--- config.mk ---
export PLATFORM = sky130hd
export DESIGN_NAME = fetch_pc_unit
export DESIGN_NICKNAME = d
export VERILOG_FILES = /design/src/rtl/fetch_pkg.sv /design/src/rtl/pc_predict.sv /design/src/rtl/pc_select.sv /design/src/rtl/fetch_pc_unit.sv
export SDC_FILE = /design/constraint.sdc
export NUM_CORES = 1
export LEC_CHECK = 0
export ABC_AREA = 1
export BUFFER_PORTS_ARGS = -buffer_cell sky130_fd_sc_hd__clkbuf_2
export CAP_MARGIN = 20
export CORE_ASPECT_RATIO = 1.2
export CORE_MARGIN = 2
export CORE_UTILIZATION = 30
export CTS_BUF_LIST = sky130_fd_sc_hd__clkbuf_4 sky130_fd_sc_hd__clkbuf_8 sky130_fd_sc_hd__clkbuf_16
export CTS_CLUSTER_SIZE = 28
export DETAILED_ROUTE_END_ITERATION = 12
export HOLD_SLACK_MARGIN = 0.06
export PLACE_DENSITY = 0.75
export REMOVE_ABC_BUFFERS = 1
export SYNTH_ARGS = -nofsm -noshare
export SYNTH_HDL_FRONTEND = slang
export SYNTH_SLANG_ARGS = --single-unit
export TNS_END_PERCENT = 30
--- constraint.sdc ---
create_clock -name clk -period 0.8 [get_ports clk]
set_input_delay 0.12 -clock clk [delete_from_list [all_inputs] [get_ports clk]]
set_output_delay 0.12 -clock clk [all_outputs]
set_load 0.05 [all_outputs]
--- src/rtl/fetch_pkg.sv ---
package fetch_pkg;
    typedef enum logic [1:0] {
        CLS_PLAIN = 2'd0,
        CLS_JUMP  = 2'd1,
        CLS_CALL  = 2'd2,
        CLS_RET   = 2'd3
    } instr_cls_e;
endpackage

--- src/rtl/pc_predict.sv ---
module pc_predict
    import fetch_pkg::*;
#(
    parameter int AW = 16
) (
    input  logic [1:0]    cls,
    input  logic [AW-1:0] cnst,
    input  logic [AW-1:0] incr,
    output logic [AW-1:0] guess
);
    instr_cls_e kind;
    assign kind = instr_cls_e'(cls);

    // Jumps (conditional or not) and calls go to the constant target.
    always_comb begin
        unique case (kind)
            CLS_JUMP, CLS_CALL: guess = cnst;
            default:            guess = incr;
        endcase
    end
endmodule

--- src/rtl/pc_select.sv ---
module pc_select
    import fetch_pkg::*;
#(
    parameter int AW = 16
) (
    input  logic [1:0]    m_cls,
    input  logic          m_cond,
    input  logic [AW-1:0] m_fallthru,
    input  logic [1:0]    w_cls,
    input  logic [AW-1:0] w_loaded,
    input  logic [AW-1:0] pred,
    output logic [AW-1:0] sel_pc
);
    logic mispredict;
    logic ret_done;

    assign mispredict = (instr_cls_e'(m_cls) == CLS_JUMP) && !m_cond;
    assign ret_done   = (instr_cls_e'(w_cls) == CLS_RET);

    always_comb begin
        if (mispredict)     sel_pc = m_fallthru;
        else if (ret_done)  sel_pc = w_loaded;
        else                sel_pc = pred;
    end
endmodule

--- src/rtl/fetch_pc_unit.sv ---
module fetch_pc_unit
    import fetch_pkg::*;
#(
    parameter int AW = 16
) (
    input  logic          clk,
    input  logic          rst_n,
    input  logic          fetch_stall,
    input  logic [1:0]    f_cls,
    input  logic [AW-1:0] f_const,
    input  logic [AW-1:0] f_incr,
    input  logic [1:0]    m_cls,
    input  logic          m_cond,
    input  logic [AW-1:0] m_fallthru,
    input  logic [1:0]    w_cls,
    input  logic [AW-1:0] w_loaded,
    output logic [AW-1:0] fetch_pc,
    output logic [AW-1:0] pred_pc
);
    localparam logic [AW-1:0] RESET_PC = '0;

    typedef struct packed {
        logic [AW-1:0] pred;
    } state_t;

    state_t        st_d, st_q;
    logic [AW-1:0] guess;

    pc_predict #(.AW(AW)) u_predict (
        .cls   (f_cls),
        .cnst  (f_const),
        .incr  (f_incr),
        .guess (guess)
    );

    pc_select #(.AW(AW)) u_select (
        .m_cls      (m_cls),
        .m_cond     (m_cond),
        .m_fallthru (m_fallthru),
        .w_cls      (w_cls),
        .w_loaded   (w_loaded),
        .pred       (st_q.pred),
        .sel_pc     (fetch_pc)
    );

    always_comb begin
        st_d = st_q;
        if (!fetch_stall) st_d.pred = guess;
    end

    always_ff @(posedge clk) begin
        if (!rst_n) st_q <= '{pred: RESET_PC};
        else        st_q <= st_d;
    end

    assign pred_pc = st_q.pred;


    stall_hold_chk: assert property (@(posedge clk) disable iff (!rst_n)
        (fetch_stall && $past(rst_n)) |=> $stable(pred_pc));


    call_target_chk: assert property (@(posedge clk) disable iff (!rst_n)
        (!fetch_stall && f_cls == 2'd2) |=> pred_pc == $past(f_const));


    mispredict_pick_chk: assert property (@(posedge clk) disable iff (!rst_n)
        (m_cls == 2'd1 && !m_cond) |-> fetch_pc == m_fallthru);


    return_pick_chk: assert property (@(posedge clk) disable iff (!rst_n)
        (!(m_cls == 2'd1 && !m_cond) && w_cls == 2'd3) |-> fetch_pc == w_loaded);


    default_pick_chk: assert property (@(posedge clk) disable iff (!rst_n)
        (!(m_cls == 2'd1 && !m_cond) && w_cls != 2'd3) |-> fetch_pc == pred_pc);
endmodule

# ---- Word level (Yosys, flattened, before mapping)
# Index checks and enable logic that the tools add are counted.
dict set report word_totals {
  reg_bits 16
  latch_bits 0
  ramBits 0
  romBits 0
  elab_cells 11
  memories 0
}
dict set report op_classes {
  add_sub_neg 0
  mul 0
  n_div 0
  magnitude_cmp 0
  eq_ne 4
  shift 0
  mux 3
  bitwise 0
  n_reduce_logical 3
}
# operator n
set op_table {}
lappend op_table {{2-to-1 mux 16 bit} 3}
lappend op_table {{equality test 2 x 1 -> 1 bit, second input constant} 2}
lappend op_table {{equality test 2 bit, second input constant} 2}
lappend op_table {{OR reduction 2 bit} 1}
lappend op_table {{logical AND 1 bit} 1}
lappend op_table {{logical NOT 1 bit} 1}

# ---- Longest topological paths before layout
dict set report logic_depth {
  ltp_word 3
  mapped_depth 7
  ltp_nobuf 6
}

# ---- Modules after synthesis
# A second synthesis with hierarchy kept.
dict set report unflattened {
  hier_cells 269
  hier_area_um2 1508.9
}
# mod n_inst cells_per_inst area_each_um2 seq_area_each_um2
set by_module_without_submodules {}
lappend by_module_without_submodules {fetch_pc_unit 1 101 674.4 320.3}
lappend by_module_without_submodules {pc_select 1 110 564.3 0.0}
lappend by_module_without_submodules {pc_predict 1 58 270.3 0.0}

# ---- Worst setup path after synthesis
# Ideal clock, no wire load.
dict set report synth_timing {
  path_kind {flip-flop to output port}
  start {reg st_q (netlist bit pred_pc[10])}
  end {out fetch_pc[10]}
  t_arrival_ps 1948
  required_ps 680
  setup_slack_ps -1268
  path_stages_with_launch 5
  path_cell_list {dfxtp_1 inv_1 nand2_1 o21ai_0 o21ai_0}
}
dict set report synth_via {
  elab_chain_cells 2
}
# element line
set synth_lines {}
lappend synth_lines {{from (decl)} fetch_pc_unit.sv:26} ;# state_t st_d, st_q;
lappend synth_lines {{from (signal assigned)} fetch_pc_unit.sv:52} ;# if (!rst_n) st_q <= '{pred: RESET_PC};
lappend synth_lines {{from (signal assigned)} fetch_pc_unit.sv:53} ;# else st_q <= st_d;
lappend synth_lines {{2-to-1 mux 16 bit} pc_select.sv:22} ;# else if (ret_done) sel_pc = w_loaded;
lappend synth_lines {{2-to-1 mux 16 bit} pc_select.sv:21} ;# if (mispredict) sel_pc = m_fallthru;
lappend synth_lines {{to (decl)} fetch_pc_unit.sv:17} ;# output logic [AW-1:0] fetch_pc,
# Every way passes these cells.

# ---- Worst setup path in the final report
dict set report layout_timing {
  start {reg st_q (netlist bit pred_pc[2])}
  end {out fetch_pc[2]}
}
# The elaborated chain is that of the path after synthesis.

==> results.md <==
- Status: finished with violations
- Failing checks: setup timing
- Antenna Cells: 0
- CP Data Required Time: 680 ps
- Slowest stage cell, crit path: dfxtp_2
- Total CTS buffers: 3
- Drc violations: 0
- Synth Instances: 220
- Critical path endpoint category: primary output
- Initial DRC count: 46
- CTS tree: built
- First-pass GRT wire length: 7490 um
- WP data arrival: 1150 ps
- Rel. slew slack: 86.4%
- RePlAce Congestion: 0.739
- Final Skew: 0 ps
- Ratio of cells with drive above 1 in the final layout: 57.1%
- I/O Pins: 106
- Core ar.: 0.00394 mm^2
- Total negative slack: -9840 ps
- Final core occ: 66.4%
- Port bufs: 105
- Synth Warn #: 0
- R2R Setup Slk: -70 ps
- Initial Util: 31.1%
- Critical path type: flop to primary output
- Most frequent cells in the layout: 73 x clkbuf_2, 53 x nand2_1, 53 x buf_4, 48 x nand3_1, 26 x inv_1
- PwrDens: 1400 mW/mm^2
- Max FFs per register: 16
- P&R area growth vs syn: 113%
- Grt ovf: 0
- WL per Instance: 11.3 um
- Final hold vios: 0
- Post-route clock period utilization: 159%
- Worst-Skew Late Latency: 250 ps
- Cells on Worst Hold Path: 5
- Max-cap check violation count: 0
- Hold crit path type: primary input to flop
- Antenna violations before repair: 0
- Worst stage delay on the critical path: 340 ps
- Worst Hold Slack: 183 ps
- Worst hold start: f_incr[8]
- Worst Hold Path EP: pred_pc[8]$_SDFFE_PN0N_
- Clock Path Buffers: 2
- Largest net degree at the start of global routing: 33
- DPL Wire Length: 3320 um
- CP Launch Type: flop
- Count of final setup violators: 39
- Register area share after synthesis: 26.1%
- Worst path bufs/invs: 2
- Unrepaired setup endpoints after global routing: yes
- Synth Register Bits: 16
- # H-tree levels: 1
- Netlist cell types: 11
- Final #Nets: 448
- Die area: 0.00462 mm^2
- Most common cell on crit path: o21ai_1
- GRT Total Usage: 20.0%
- Post-Syn Area per Cell: 5.58 um^2
- Root Buffer: clkbuf_8
- Vias in the first global route: 1767
- FF-to-FF Start: pred_pc[11]$_SDFFE_PN0N_
- Dpl ws: -405 ps
- TritonRoute pass-1 iters: 4
- Period minus WS final: 1270 ps
- Non-filler cells, final: 427
- Measured slew at the worst slew-check pin: 202 ps
- CP delay by family, top: flip-flops
- Reg-to-reg critical path endpoint: pred_pc[11]$_SDFFE_PN0N_
- Leakage power: 1.49 nW
- Maximum vdd drop: 0.810 mV
- R2R depth: 6
- Die X: 62.4 um
- Synthesized cell area: 0.00123 mm^2
- Core Rows: 25
- Final wirelength: 4840 um
- Power, Total: 3.66 mW
- Slew Viols, Final: 0
- Vias per cell: 4.56
- Dpl cells: 412
- DRT antenna net count: 0
- Setup WS post-layout: -474 ps
- Area after DPL: 0.00214 mm^2
- Cell Chain, Critical Path: inv_2 -> nand2_1 -> o21ai_1 -> o21ai_1 -> clkbuf_8
- Clock slew at reported path FFs: 70 ps
- Most common cell after layout, fill and taps aside: clkbuf_2
- Design area: 0.00262 mm^2
- CTS sink count: 16
- FMAX: 785 MHz
- CP max FO: 2
- Vias: 1949
- Die Y: 74.1 um
[tightest hold or removal path, stage by stage]
cell and delay (ps):
clkbuf_2 70, nand3_1 70, nand3_1 60, nand2_1 50, inv_1 40
[how the worst max path moves through the flow]
stage / startpoint / slack [ps] / endpoint / depth (start not counted)
CTS: pred_pc[11]$_SDFFE_PN0N_ / -430 / fetch_pc[11] / 5
global placement: m_cls[0] / -350 / fetch_pc[12] / 9
detailed placement: m_cls[0] / -410 / fetch_pc[11] / 9
finish: pred_pc[2]$_SDFFE_PN0N_ / -470 / fetch_pc[2] / 5
floorplan: pred_pc[0]$_SDFFE_PN0N_ / -1300 / fetch_pc[0] / 4
global route: pred_pc[2]$_SDFFE_PN0N_ / -520 / fetch_pc[2] / 5
[where the power goes]
group	total, mW	internal, mW	switching, mW
Sequential	0.913	0.874	0.0383
Clock	0.736	0.437	0.299
Combinational	2.01	0.904	1.11
[Yosys cell counts]
master | number | area [um^2]
dfxtp_1 | 16 | 320
inv_1 | 39 | 146
buf_4 | 3 | 22.5
o21ai_0 | 32 | 160
clkbuf_1 | 3 | 11.3
a21oi_1 | 16 | 80.1
nand2_1 | 54 | 203
nor2_1 | 1 | 3.75
buf_2 | 7 | 35.0
clkbuf_2 | 1 | 5.00
nand3_1 | 48 | 240
[logic make-up after synthesis]
kind of cell	after synthesis	share of synthesized area [%]
DFF	16	26.1
buffers and inverters	53	17.9
and+or+nand+nor	103	36.4
AOI/OAI and AO/OA	48	19.6
[cell type report]
type	count	area, um^2
inverters	39	146
flip-flops and latches	16	340
fillers	349	1320
multi-input cells	151	749
well taps	54	67.6
repair buffers	163	1260
clock buffers	4	55.1
[what timing repair did]
item / in CTS / in global routing
pin swaps: 16 / 16
buffers inserted: 9 / 2
gates resized for setup: 118 / 27
hold buffers: 0 / 0
setup endpoints to repair: 32 / 47
[metal layers]
| metal | track usage [%] | part of all wire (%) | vias to the layer above |
|---|---|---|---|
| met3 | 3.03 | 6.3 | 10 |
| met4 | 7.41 | 2.0 | 0 |
| li1 | - | - | 1013 |
| met5 | 0 | 0 | - |
| met1 | 24.1 | 40 | 842 |
| met2 | 36.5 | 51 | 84 |
No activity file was read; power rests on OpenSTA's default activity.
